<file path="src/rtl/lwr_pkg.sv">
package lwr_pkg;

  localparam int unsigned NSEG   = 13;
  localparam int unsigned SEL_W  = 4;
  localparam int unsigned WIN_LO = 32'h000C_0000;
  localparam int unsigned WIN_HI = 32'h0010_0000;

  typedef enum logic [1:0] {
    TGT_NONE = 2'd0,
    TGT_DRAM = 2'd1,
    TGT_PORT = 2'd2
  } tgt_e;

  localparam logic [1:0] ORG_CPU  = 2'd0;
  localparam logic [1:0] ORG_PCIE = 2'd1;
  localparam logic [1:0] ORG_DOWN = 2'd2;

  // 16 KB slices below 0F0000h, one 64 KB slice on top
  function automatic logic [SEL_W-1:0] seg_index(input logic [19:0] low);
    if (low[17:16] == 2'b11) return SEL_W'(NSEG - 1);
    return {low[17:14]};
  endfunction

  function automatic logic may_bypass(input logic nosnoop, input logic [1:0] origin);
    return nosnoop && ((origin == ORG_PCIE) || (origin == ORG_DOWN));
  endfunction

endpackage

</file>
<file path="src/rtl/lwr_decode.sv">
module lwr_decode
  import lwr_pkg::*;
#(
  parameter int ADDR_W = 32
) (
  input  logic              clk,
  input  logic              rst_n,
  input  logic [ADDR_W-1:0] addr,
  output logic              in_win,
  output logic [SEL_W-1:0]  seg
);
  localparam logic [ADDR_W-1:0] LO = ADDR_W'(WIN_LO);
  localparam logic [ADDR_W-1:0] HI = ADDR_W'(WIN_HI);

  assign in_win = (addr >= LO) && (addr < HI);
  assign seg    = seg_index(addr[19:0]);

  AST_SEG_IN_RANGE: assert property (@(posedge clk) disable iff (!rst_n)
    in_win |-> (seg < SEL_W'(NSEG))) else $error("segment out of range");
endmodule

</file>
<file path="src/rtl/lwr_attr_regs.sv">
module lwr_attr_regs
  import lwr_pkg::*;
(
  input  logic             clk,
  input  logic             rst_n,
  input  logic             cfg_we,
  input  logic [SEL_W-1:0] cfg_sel,
  input  logic [1:0]       cfg_wdata,
  output logic [NSEG-1:0]  rd_vec,
  output logic [NSEG-1:0]  wr_vec
);
  logic sel_ok;
  assign sel_ok = cfg_sel < SEL_W'(NSEG);

  for (genvar i = 0; i < NSEG; i++) begin : g_seg
    logic hit;
    assign hit = cfg_we && sel_ok && (cfg_sel == SEL_W'(i));
    always_ff @(posedge clk) begin
      if (!rst_n) begin
        rd_vec[i] <= 1'b0;
        wr_vec[i] <= 1'b0;
      end else if (hit) begin
        rd_vec[i] <= cfg_wdata[0];
        wr_vec[i] <= cfg_wdata[1];
      end
    end
  end

  AST_CFG_LOADS: assert property (@(posedge clk) disable iff (!rst_n)
    (cfg_we && sel_ok) |=> (rd_vec[$past(cfg_sel)] == $past(cfg_wdata[0]))
                        && (wr_vec[$past(cfg_sel)] == $past(cfg_wdata[1])))
    else $error("attribute write lost");
  AST_CFG_BAD_SEL: assert property (@(posedge clk) disable iff (!rst_n)
    (cfg_we && !sel_ok) |=> ($stable(rd_vec) && $stable(wr_vec)))
    else $error("out-of-range select changed state");
endmodule

</file>
<file path="src/rtl/lwr_steer.sv">
module lwr_steer
  import lwr_pkg::*;
(
  input  logic             clk,
  input  logic             rst_n,
  input  logic             in_win,
  input  logic [SEL_W-1:0] seg,
  input  logic             is_write,
  input  logic             nosnoop,
  input  logic             iwb,
  input  logic [1:0]       origin,
  input  logic [NSEG-1:0]  rd_vec,
  input  logic [NSEG-1:0]  wr_vec,
  output tgt_e             tgt,
  output logic             hazard
);
  logic attr_on, bypass;
  tgt_e resolved;

  always_comb begin
    attr_on = 1'b0;
    if (seg < SEL_W'(NSEG))
      attr_on = is_write ? wr_vec[seg] : rd_vec[seg];
  end

  assign bypass = may_bypass(nosnoop, origin);

  always_comb begin
    if (!in_win)                 resolved = TGT_NONE;
    else if (bypass || attr_on)  resolved = TGT_DRAM;
    else                         resolved = TGT_PORT;
  end

  assign hazard = iwb && (resolved == TGT_PORT);
  assign tgt    = hazard ? TGT_NONE : resolved;

  AST_BYPASS_DRAM: assert property (@(posedge clk) disable iff (!rst_n)
    (in_win && bypass) |-> (tgt == TGT_DRAM)) else $error("bypass missed");
  AST_OUTSIDE_QUIET: assert property (@(posedge clk) disable iff (!rst_n)
    !in_win |-> (!hazard && tgt == TGT_NONE)) else $error("outside claimed");
endmodule

</file>
<file path="src/rtl/legacy_window_router.sv">
module legacy_window_router
  import lwr_pkg::*;
#(
  parameter int ADDR_W = 32
) (
  input  logic              clk,
  input  logic              rst_n,
  input  logic              cfg_we,
  input  logic [3:0]        cfg_sel,
  input  logic [1:0]        cfg_wdata,
  input  logic              req_valid,
  input  logic [ADDR_W-1:0] req_addr,
  input  logic              req_write,
  input  logic              req_nosnoop,
  input  logic              req_iwb,
  input  logic [1:0]        req_origin,
  output logic              rsp_valid,
  output logic [1:0]        rsp_tgt,
  output logic [ADDR_W-1:0] rsp_addr,
  output logic              rsp_hazard,
  output logic              err_flag
);
  logic             in_win;
  logic [SEL_W-1:0] seg;
  logic [NSEG-1:0]  rd_vec, wr_vec;
  tgt_e             nxt_tgt;
  logic             nxt_haz;

  lwr_decode #(.ADDR_W(ADDR_W)) u_dec (
    .clk(clk), .rst_n(rst_n), .addr(req_addr), .in_win(in_win), .seg(seg));

  lwr_attr_regs u_attr (
    .clk(clk), .rst_n(rst_n), .cfg_we(cfg_we), .cfg_sel(cfg_sel),
    .cfg_wdata(cfg_wdata), .rd_vec(rd_vec), .wr_vec(wr_vec));

  lwr_steer u_steer (
    .clk(clk), .rst_n(rst_n), .in_win(in_win), .seg(seg),
    .is_write(req_write), .nosnoop(req_nosnoop), .iwb(req_iwb),
    .origin(req_origin), .rd_vec(rd_vec), .wr_vec(wr_vec),
    .tgt(nxt_tgt), .hazard(nxt_haz));

  always_ff @(posedge clk) begin
    if (!rst_n) begin
      rsp_valid  <= 1'b0;
      rsp_tgt    <= 2'd0;
      rsp_addr   <= '0;
      rsp_hazard <= 1'b0;
      err_flag   <= 1'b0;
    end else begin
      rsp_valid  <= req_valid;
      rsp_tgt    <= req_valid ? nxt_tgt : 2'd0;
      rsp_addr   <= req_valid ? req_addr : rsp_addr;
      rsp_hazard <= req_valid && nxt_haz;
      if (req_valid && nxt_haz) err_flag <= 1'b1;
    end
  end

  AST_ERR_STICKY: assert property (@(posedge clk) disable iff (!rst_n)
    err_flag |=> err_flag) else $error("error flag cleared");
  AST_HAZ_DROPPED: assert property (@(posedge clk) disable iff (!rst_n)
    rsp_hazard |-> (rsp_tgt == 2'd0 && err_flag)) else $error("hazard forwarded");
  AST_NO_SPURIOUS_RSP: assert property (@(posedge clk) disable iff (!rst_n)
    !req_valid |=> !rsp_valid) else $error("response without request");
  AST_ADDR_KEPT: assert property (@(posedge clk) disable iff (!rst_n)
    req_valid |=> (rsp_addr == $past(req_addr))) else $error("address altered");
endmodule

</file>
<file path="config.mk">
export PLATFORM = sky130hd
export DESIGN_NAME = legacy_window_router
export DESIGN_NICKNAME = d
export VERILOG_FILES = /design/src/rtl/lwr_pkg.sv /design/src/rtl/lwr_decode.sv /design/src/rtl/lwr_attr_regs.sv /design/src/rtl/lwr_steer.sv /design/src/rtl/legacy_window_router.sv
export SDC_FILE = /design/constraint.sdc
export NUM_CORES = 1
export LEC_CHECK = 0
export ABC_CLOCK_PERIOD_IN_PS = 1600
export BUFFER_PORTS_ARGS = -buffer_cell sky130_fd_sc_hd__buf_4
export CORE_UTILIZATION = 40
export CTS_BUF_LIST = sky130_fd_sc_hd__clkbuf_4 sky130_fd_sc_hd__clkbuf_8
export DETAILED_ROUTE_END_ITERATION = 6
export PLACE_DENSITY = 0.76
export SLEW_MARGIN = 25
export SYNTH_ARGS = -nofsm -noshare
export SYNTH_HDL_FRONTEND = slang
export SYNTH_SLANG_ARGS = --single-unit
</file>
<file path="constraint.sdc">
create_clock -name clk -period 1.6 [get_ports clk]
set_input_delay 0.08 -clock clk [delete_from_list [all_inputs] [get_ports clk]]
set_output_delay 0.08 -clock clk [all_outputs]
set_load 0.05 [all_outputs]
</file>
==> metrics, run 1 <==
Die Y=85.56 µm; final core utilization=59.87%; Routed WL per cell=14.75 µm; grt ovf=0; design area=4045 µm²; RSZ-0062 raised after global routing=true; total track usage=19.84%; average size of a mapped cell=9.903 µm²; CP cell instances=a21boi_1, mux4_2, nor3b_4, nor4_4, nor4b_2; largest net degree at the start of global routing=61; Worst Tran Pin Value=0.6901 ns; Initial Util=41.33%; Clock Sinks=63; Slew Limit Fails=0; final wirelength=7.037 mm; initial antenna violation count=0; failing checks=negative setup slack; Antenna diodes=0; Die ar.=7320 µm²; DRC=0; fin crit share=102.4%; Cells after Synth=282; via count=2,387; Area Growth Syn to Fin=44.85%; post-synthesis cell type count=36; max_cap viols=0; Clk pwr share=43.0%; Clock transition at path regs=0.08 ns; Flop pwr share=40.7%; Synth async-reset ratio=0%; Post-synth EDFFs=0; Design Power=0.004074 W; sw frac=25.44%; Final #Nets=439; CP max FO=2; combinational share of power=16.3%; Seq/Total Area, Yosys=45.16%; top cells by area, synth=dfxtp_1 45%, mux2i_1 18%, nor2b_1 10%, a21boi_0 4.3%, nand2_1 2.6%; DIE WIDTH=85.56 µm; skew final=0.005826 ns; Mapped Area=2793 µm²; DP Wirelength=4.361 mm; drt initial violations=126; CP peak stage delay=0.49 ns; Ys Warns=0; pre-CTS WS=0.03117 ns; Top delay family on crit path=simple AND/OR/NAND/NOR gates; GPL Wtd Cong=0.8160; worst rel slew slack=53.39%; CTS buffer count=9; Crit Path Category=reg -> reg; post-route ant nets=0; clock latency on the worst-skew pair=0.34 ns; multi-input logic area=1470 µm²; fillers=567; dpl cell area=3463 µm²; number of global-route vias before repair=2,370; minimum clock period=1.638 ns; CP Launch Type=flip-flop; port buffer count=83; #FFs+latches synth=63; Inst Count DP=431; Crit path required time=1.86 ns; VDD IR max=516.4 µV; Hold Fails Final Rpt=0; first-pass GRT wire length=11.17 mm; crit path capture type=flip-flop; net switching power=0.001036 W; outcome=complete, but fails checks; register area=1262 µm²; Internal Power=0.003037 W; syn nets=329; Synth top area share=45.16%; CTS H-tree lvls=3; number of primary I/O pins=84; first-pass iteration count of the detailed router=4; worst hold path class=in -> reg; leakage power=1.790 nW; post-synth top area cell=dfxtp_1; CP max-delay cell=mux4_2; proportion of layout cells with a drive suffix above 1=29.97%; final setup margin=-0.03811 ns; Final Non-Filler Cells=477; Max Root-Sink Buffers=2; crit path buf inv count=0; Core Area=6756 µm²; endpoints failing setup=2; Achievable Freq=610.5 MHz; row cnt=30; CTS tree=built; cell with the most instances after synthesis=dfxtp_1; Avg Vias per Cell=5.004; Root Driver=clkbuf_8; Main synth FF type=dfxtp_1; pwr/cell area=1007 nW/µm²; commonest cells in the netlist=63 x dfxtp_1, 49 x mux2i_1, 45 x nor2b_1; WP data arrival=1.89 ns
-- worst min-delay path, delay by kind of cell --
| family | cells | cell delay [ns] |
|---|---|---|
| muxes | 1 | 0.06 |
| buffers and inverters | 1 | 0.08 |
| and+or+nand+nor | 1 | 0.11 |
-- cells in the final DEF (no fill, tap or decap), types with 2 or more instances in the layout --
cell type      instances
nor2_1                 9
nor4_1                 2
nand3_1                3
a21oi_1                3
and3_1                 2
mux2_2                 4
mux2i_1               49
a21boi_0              15
inv_1                  3
nand3b_1               3
dfxtp_1               62
o21ai_0               13
nand2b_1               7
nand2_1               19
clkbuf_8              11
nor2b_1               45
dlygate4sd3_1         27
buf_4                 90
bufinv_16              3
-- flip-flops by register name, summed over array words and instances (netlist names) --
name	cells
u_attr.wr_vec	13
err_flag	1
rsp_hazard	1
rsp_valid	1
rsp_addr	32
rsp_tgt	2
u_attr.rd_vec	13
-- layer usage --
metal | vias to the layer above | global-route usage [%] | part of all wire, %
met3 | 9 | 6.930 | 6.0
met1 | 1116 | 23.43 | 44
met5 | - | 0 | 0
li1 | 1194 | - | -
met2 | 68 | 33.60 | 49
met4 | 0 | 6.818 | 1.1
-- per-stage QoR --
step	hold WS (ns)	TNS, ns
detailed placement	0.2663	0
floorplan	0.1567	0
global route	0.01769	-0.1694
CTS	0.001297	0
global placement	0.2571	0
finish	0.02012	-0.05206
-- final timing paths --
check	from	endpoint	slack (ns)	depth (start not counted)
hold reg to reg	err_flag	err_flag	0.48	2
setup / recovery	u_attr.wr_vec[5]	rsp_tgt[1]	-0.04	5
setup reg to reg	u_attr.wr_vec[5]	rsp_tgt[1]	-0.04	5
hold / removal	req_addr[26]	rsp_addr[26]	0.02	3
-- power groups by stage --
stage                     registers [W]  clock network (W)  logic [W]
final                           0.00166            0.00175   0.000663
after global routing            0.00166            0.00187   0.000703
after CTS                       0.00166            0.00180   0.000647
after detailed placement        0.00169                  0   0.000595
after global placement          0.00169                  0   0.000588
after floorplan                 0.00186                  0   0.000208
-- kinds of logic (layout without fill, tap and decap cells) --
| kind of cell | Yosys count | after routing | share of synthesized area (%) |
|---|---|---|---|
| compound gates | 41 | 41 | 10.04 |
| xor+xnor | 1 | 1 | 0.3137 |
| buf+inv | 21 | 136 | 3.360 |
| flops | 63 | 63 | 45.16 |
| mux | 54 | 54 | 20.12 |
| simple gates | 102 | 102 | 21.01 |
-- what timing repair did --
action | 4_1_cts | 5_1_grt
hold buffers | 27 | 0
resized for setup | 0 | 11
hold endpoints to repair | 27 | 0
endpoints found under the setup margin | 0 | 4
setup buffers | 0 | 3
-- layout make-up --
cell class | instances | share of cell area (%)
Timing Repair Buffer | 117 | 23.38
Multi-Input combinational cell | 198 | 36.34
Sequential cell | 63 | 31.21
Clock inverter | 5 | 2.567
Clock buffer | 11 | 3.743
Inverter | 3 | 0.2784
Tap cell | 80 | 2.474
Power figures use the tool's default switching activity.
==> run 2, diff against run 1 <==
--- a/config.mk
+++ b/config.mk
@@ -7,6 +7,7 @@
 export LEC_CHECK = 0
 export ABC_CLOCK_PERIOD_IN_PS = 1600
 export BUFFER_PORTS_ARGS = -buffer_cell sky130_fd_sc_hd__buf_4
+export CORE_MARGIN = 2
 export CORE_UTILIZATION = 40
 export CTS_BUF_LIST = sky130_fd_sc_hd__clkbuf_4 sky130_fd_sc_hd__clkbuf_8
 export DETAILED_ROUTE_END_ITERATION = 6
==> run 2 against run 1 <==
Net effect:
- the run now ends clean
- wire length fell by 4.8%
- register-to-register slack improved by 0.098 ns
- total power fell by 13%
- fmax rose by 6.4%
- clock skew barely moved
- combinational power fell by 4.1%
- worst setup slack improved by 0.098 ns
- sequential power barely moved
- utilization fell by 2.9 points
- critical path depth did not move
- critical path type unchanged
- largest cell class unchanged
==> metrics, run 2 (synthesized netlist as in run 1, its figures left out) <==
Clk pwr share=35.3%; Setup crit start=u_attr.wr_vec[5]; worst hold margin=0.02286 ns; total track usage=18.06%; combinational share of power=18.0%; Clock Sinks=63; Inst Count DP=430; grt ovf=0; Core Area=6756 µm²; Largest regs=rsp_addr x32, u_attr.rd_vec x13, u_attr.wr_vec x13; leakage power=1.696 nW; Max Root-Sink Buffers=2; R2R cell count=5; clock latency on the worst-skew pair=0.33 ns; max_cap viols=0; worst hold path class=in -> reg; minimum clock period=1.540 ns; met3 usage=7.446%; Slew Limit Fails=0; Crit path required time=1.84 ns; largest net degree at the start of global routing=61; port buffer count=83; proportion of layout cells with a drive suffix above 1=29.27%; endpoints failing setup=0; Flop pwr share=46.7%; worst r2r src=u_attr.wr_vec[5]; DRC=0; Die Y=87.56 µm; pre-CTS WS=0.03387 ns; outcome=finished, final reports clean; Hold Fails Final Rpt=0; fillers=604; sw frac=29.22%; CP Launch Type=flip-flop; worst rel slew slack=63.28%; skew final=0.006139 ns; min-delay src=req_addr[21]; post-route ant nets=0; Root Driver=clkbuf_8; Die ar.=7666 µm²; final wirelength=6.701 mm; DP Wirelength=4.472 mm; Design Power=0.003544 W; Internal Power=0.002508 W; CTS tree=built; hold path depth=3; RSZ-0062 raised after global routing=true; Worst Tran Pin Value=0.5508 ns; GR peak layer=met2; row cnt=30; fin crit share=96.23%; Final Non-Filler Cells=466; crit path capture type=flip-flop; CP max FO=3; initial antenna violation count=0; CTS H-tree lvls=3; DIE WIDTH=87.56 µm; CTS buffer count=9; Routed WL per cell=14.38 µm; WP data arrival=1.78 ns; total negative slack=0 ns; number of primary I/O pins=84; first-pass iteration count of the detailed router=4; met1 usage=21.78%; GPL Wtd Cong=0.7835; VDD IR max=556.8 µV; number of global-route vias before repair=2,305; Antenna diodes=0; pwr/cell area=920.4 nW/µm²; Final #Nets=428; net switching power=0.001035 W; commonest non-fill, non-tap cell in the layout=buf_4; Avg Vias per Cell=5.004; Clock transition at path regs=0.07 ns; first-pass GRT wire length=10.78 mm; drt initial violations=148; Area Growth Syn to Fin=37.86%; met2 usage=29.20%; via count=2,332; Initial Util=41.33%; commonest cells after routing, fill and taps aside=87 x buf_4, 63 x dfxtp_1, 49 x mux2i_1, 45 x nor2b_1; Top reg by flops=rsp_addr; final setup margin=0.06026 ns; Achievable Freq=649.5 MHz; max reg flops=32; Crit Path Category=reg -> reg
run 2: changes by cell type in the layout (fill, tap and decap cells not counted), moves of 3 or more:
cell / previous run / this run
clkinvlp_4: 0 / 3
dlygate4sd3_1: 27 / 19
buf_4: 90 / 87
bufinv_16: 3 / 0
run 2: repair_timing:
action | CTS | global route
setup endpoints to repair | 0 | 2
hold endpoints to repair | 18 | 1
gates resized for setup | 0 | 5
buffers inserted | 0 | 1
hold buffers | 18 | 1
run 2: through the flow:
step                area, µm²  utilization, %
finish                   3850           56.98
CTS                      3819           56.52
global placement         3456           51.15
floorplan                2793               -
global route             3850           56.98
detailed placement       3456           51.15
run 2: critical path, cell delays in order, from the launching register on:
cell and delay (ns):
dfxtp_1 0.31, a21boi_1 0.12, mux4_2 0.48, nor3b_4 0.20, nor4_2 0.09, nor4b_1 0.25
run 2: final timing paths:
| kind | endpoint | slack, ns |
|---|---|---|
| max reg2reg | rsp_tgt[1] | 0.06 |
| min reg2reg | u_attr.rd_vec[0] | 0.47 |
| max | rsp_tgt[1] | 0.06 |
| min | rsp_addr[21] | 0.02 |
run 2: final cells by class:
type / count / area (µm²) / share of cell area, %
Multi-Input combinational cell: 198 / 1451 / 37.70
Sequential cell: 63 / 1261 / 32.76
Timing Repair Buffer: 106 / 843.3 / 21.90
Clock buffer: 10 / 137.6 / 3.575
Tap cell: 80 / 100.1 / 2.600
Clock inverter: 6 / 45.04 / 1.170
Inverter: 3 / 11.26 / 0.2925
run 2: power by group through the flow:
stage | clock network, W | logic [W] | registers (W)
5_1_grt | 0.00139 | 0.000678 | 0.00166
6_report | 0.00125 | 0.000636 | 0.00166
4_1_cts | 0.00129 | 0.000630 | 0.00165
3_5_place_dp | 0 | 0.000594 | 0.00169
2_1_floorplan | 0 | 0.000208 | 0.00186
3_3_place_gp | 0 | 0.000587 | 0.00169
run 2: layer usage:
metal / wire length [µm] / part of all wire [%]
met3: 512 / 7.6
met5: 0 / 0
met4: 40 / 0.60
met1: 2948 / 44
met2: 3199 / 48
==> run 3, diff against run 2 <==
--- a/config.mk
+++ b/config.mk
@@ -12,6 +12,7 @@
 export CTS_BUF_LIST = sky130_fd_sc_hd__clkbuf_4 sky130_fd_sc_hd__clkbuf_8
 export DETAILED_ROUTE_END_ITERATION = 6
 export PLACE_DENSITY = 0.76
+export REMOVE_ABC_BUFFERS = 1
 export SLEW_MARGIN = 25
 export SYNTH_ARGS = -nofsm -noshare
 export SYNTH_HDL_FRONTEND = slang
==> run 3 against run 2 <==
Net effect:
- register-to-register slack lost 0.02 ns
- worst setup slack got worse by 0.020 ns
- via count is 0.21% lower
- first-iteration DRC count shrank 14%
- die area did not move
- non-clock buffer count is 4 lower
- total power grew 13%
- clock power grew 36%
- sequential power about the same
- critical path type unchanged
- largest cell class unchanged
- highest routed layer unchanged
==> metrics, run 3 (synthesized netlist as in run 1, its figures left out) <==
combinational share of power=15.8%; commonest non-fill, non-tap cell in the layout=buf_4; VDD IR max=522.2 µV; dpl cell area=3456 µm²; DP Wirelength=4.614 mm; total negative slack=0 ns; endpoints failing setup=0; skew final=0.001817 ns; Clock Sinks=63; worst hold margin=0.005367 ns; CP max-delay cell=mux4_2; CTS buffer count=9; Die Y=87.56 µm; Slew Limit Fails=0; Largest regs=rsp_addr x32, u_attr.rd_vec x13, u_attr.wr_vec x13; fin crit share=97.46%; Root Driver=clkbuf_8; CP Launch Type=flip-flop; outcome=finished, final reports clean; pwr/cell area=1030 nW/µm²; RSZ-0062 raised after global routing=true; CTS tree=built; sw frac=26.49%; DRC=0; grt ovf=0; Antenna diodes=0; net switching power=0.001057 W; Clock transition at path regs=0.08 ns; Design Power=0.003989 W; Area Growth Syn to Fin=38.66%; WP data arrival=1.81 ns; Clk pwr share=42.7%; Max Root-Sink Buffers=2; first-pass GRT wire length=10.74 mm; Flop pwr share=41.5%; Die ar.=7666 µm²; post-route ant nets=0; Worst Tran Pin Value=0.5507 ns; number of global-route vias before repair=2,296; Crit Path Category=reg -> reg; Internal Power=0.002932 W; port buffer count=83; CP cell instances=a21boi_0, mux4_2, nor3b_2, nor4_2, nor4b_2; Final Non-Filler Cells=462; leakage power=1.713 nW; number of primary I/O pins=84; Final #Nets=424; Crit path required time=1.86 ns; final wirelength=6.779 mm; design area=3872 µm²; row cnt=30; Initial Util=41.33%; max reg flops=32; commonest cells after routing, fill and taps aside=87 x buf_4, 63 x dfxtp_1, 49 x mux2i_1, 45 x nor2b_1, 19 x nand2_1; via count=2,327; largest net degree at the start of global routing=61; Avg Vias per Cell=5.037; crit path capture type=flip-flop; crit path buf inv count=0; fillers=612; Top reg by flops=rsp_addr; worst hold path class=in -> reg; GPL Wtd Cong=0.7785; CTS H-tree lvls=3; CP max FO=3; Achievable Freq=641.3 MHz; Top delay family on crit path=simple AND/OR/NAND/NOR gates; initial antenna violation count=0; max_cap viols=0; Core Area=6756 µm²; CP peak stage delay=0.47 ns; minimum clock period=1.559 ns; proportion of layout cells with a drive suffix above 1=29.84%; Inst Count DP=430; total track usage=17.91%; clock latency on the worst-skew pair=0.34 ns; worst rel slew slack=63.29%; first-pass iteration count of the detailed router=4; DIE WIDTH=87.56 µm; Hold Fails Final Rpt=0; drt initial violations=127; Routed WL per cell=14.67 µm
## run 3: cell type report
type	count	area (µm²)	area share, %
clock buffer	9	123.9	3.199
clock inverter	7	120.1	3.102
inverter	3	11.26	0.2908
multi-input combinational	198	1453	37.51
sequential	63	1261	32.57
tap	80	100.1	2.585
timing repair buffer	102	803.3	20.74
## run 3: final timing paths
kind / from / endpoint / slack (ns) / cells after the start
worst max register to register: u_attr.wr_vec[5] / rsp_tgt[1] / 0.04 / 5
worst max-delay path: u_attr.wr_vec[5] / rsp_tgt[1] / 0.04 / 5
worst min register to register: u_attr.wr_vec[0] / u_attr.wr_vec[0] / 0.47 / 2
worst min-delay path: req_addr[0] / rsp_addr[0] / 0.005 / 3
## run 3: timing repair
| action | in CTS | in global routing |
|---|---|---|
| setup endpoints to repair | 0 | 3 |
| resized for setup | 0 | 4 |
| setup buffers | 0 | 1 |
| hold endpoints to repair | 15 | 0 |
| hold buffers | 15 | 0 |
## run 3: routing by layer
| metal | vias to the layer above | part of all wire, % | global-route usage, % |
|---|---|---|---|
| li1 | 1165 | - | - |
| met1 | 1104 | 45 | 22.76 |
| met2 | 46 | 50 | 29.61 |
| met3 | 12 | 2.9 | 3.582 |
| met4 | 0 | 2.1 | 7.692 |
| met5 | - | 0 | 0 |
## run 3: power by group through the flow
stage               combinational [W]  clock (W)  sequential (W)
finish                       0.000632    0.00170         0.00165
global placement             0.000592          0         0.00169
CTS                          0.000629    0.00173         0.00165
detailed placement           0.000599          0         0.00169
floorplan                    0.000155          0         0.00186
global route                 0.000672    0.00179         0.00166
## run 3: through the flow
| stage | util, % | setup slack, ns |
|---|---|---|
| floorplan | - | 0.1555 |
| global placement | 51.15 | 0.08604 |
| detailed placement | 51.15 | 0.07172 |
| CTS | 56.98 | 0.05099 |
| global route | 57.31 | -0.08498 |
| finish | 57.31 | 0.04064 |
## run 3: tightest hold or removal path, delay by kind of cell
kind / cells / cell delay [ns]
buffers and inverters: 1 / 0.08
and+or+nand+nor: 1 / 0.10
muxes: 1 / 0.06
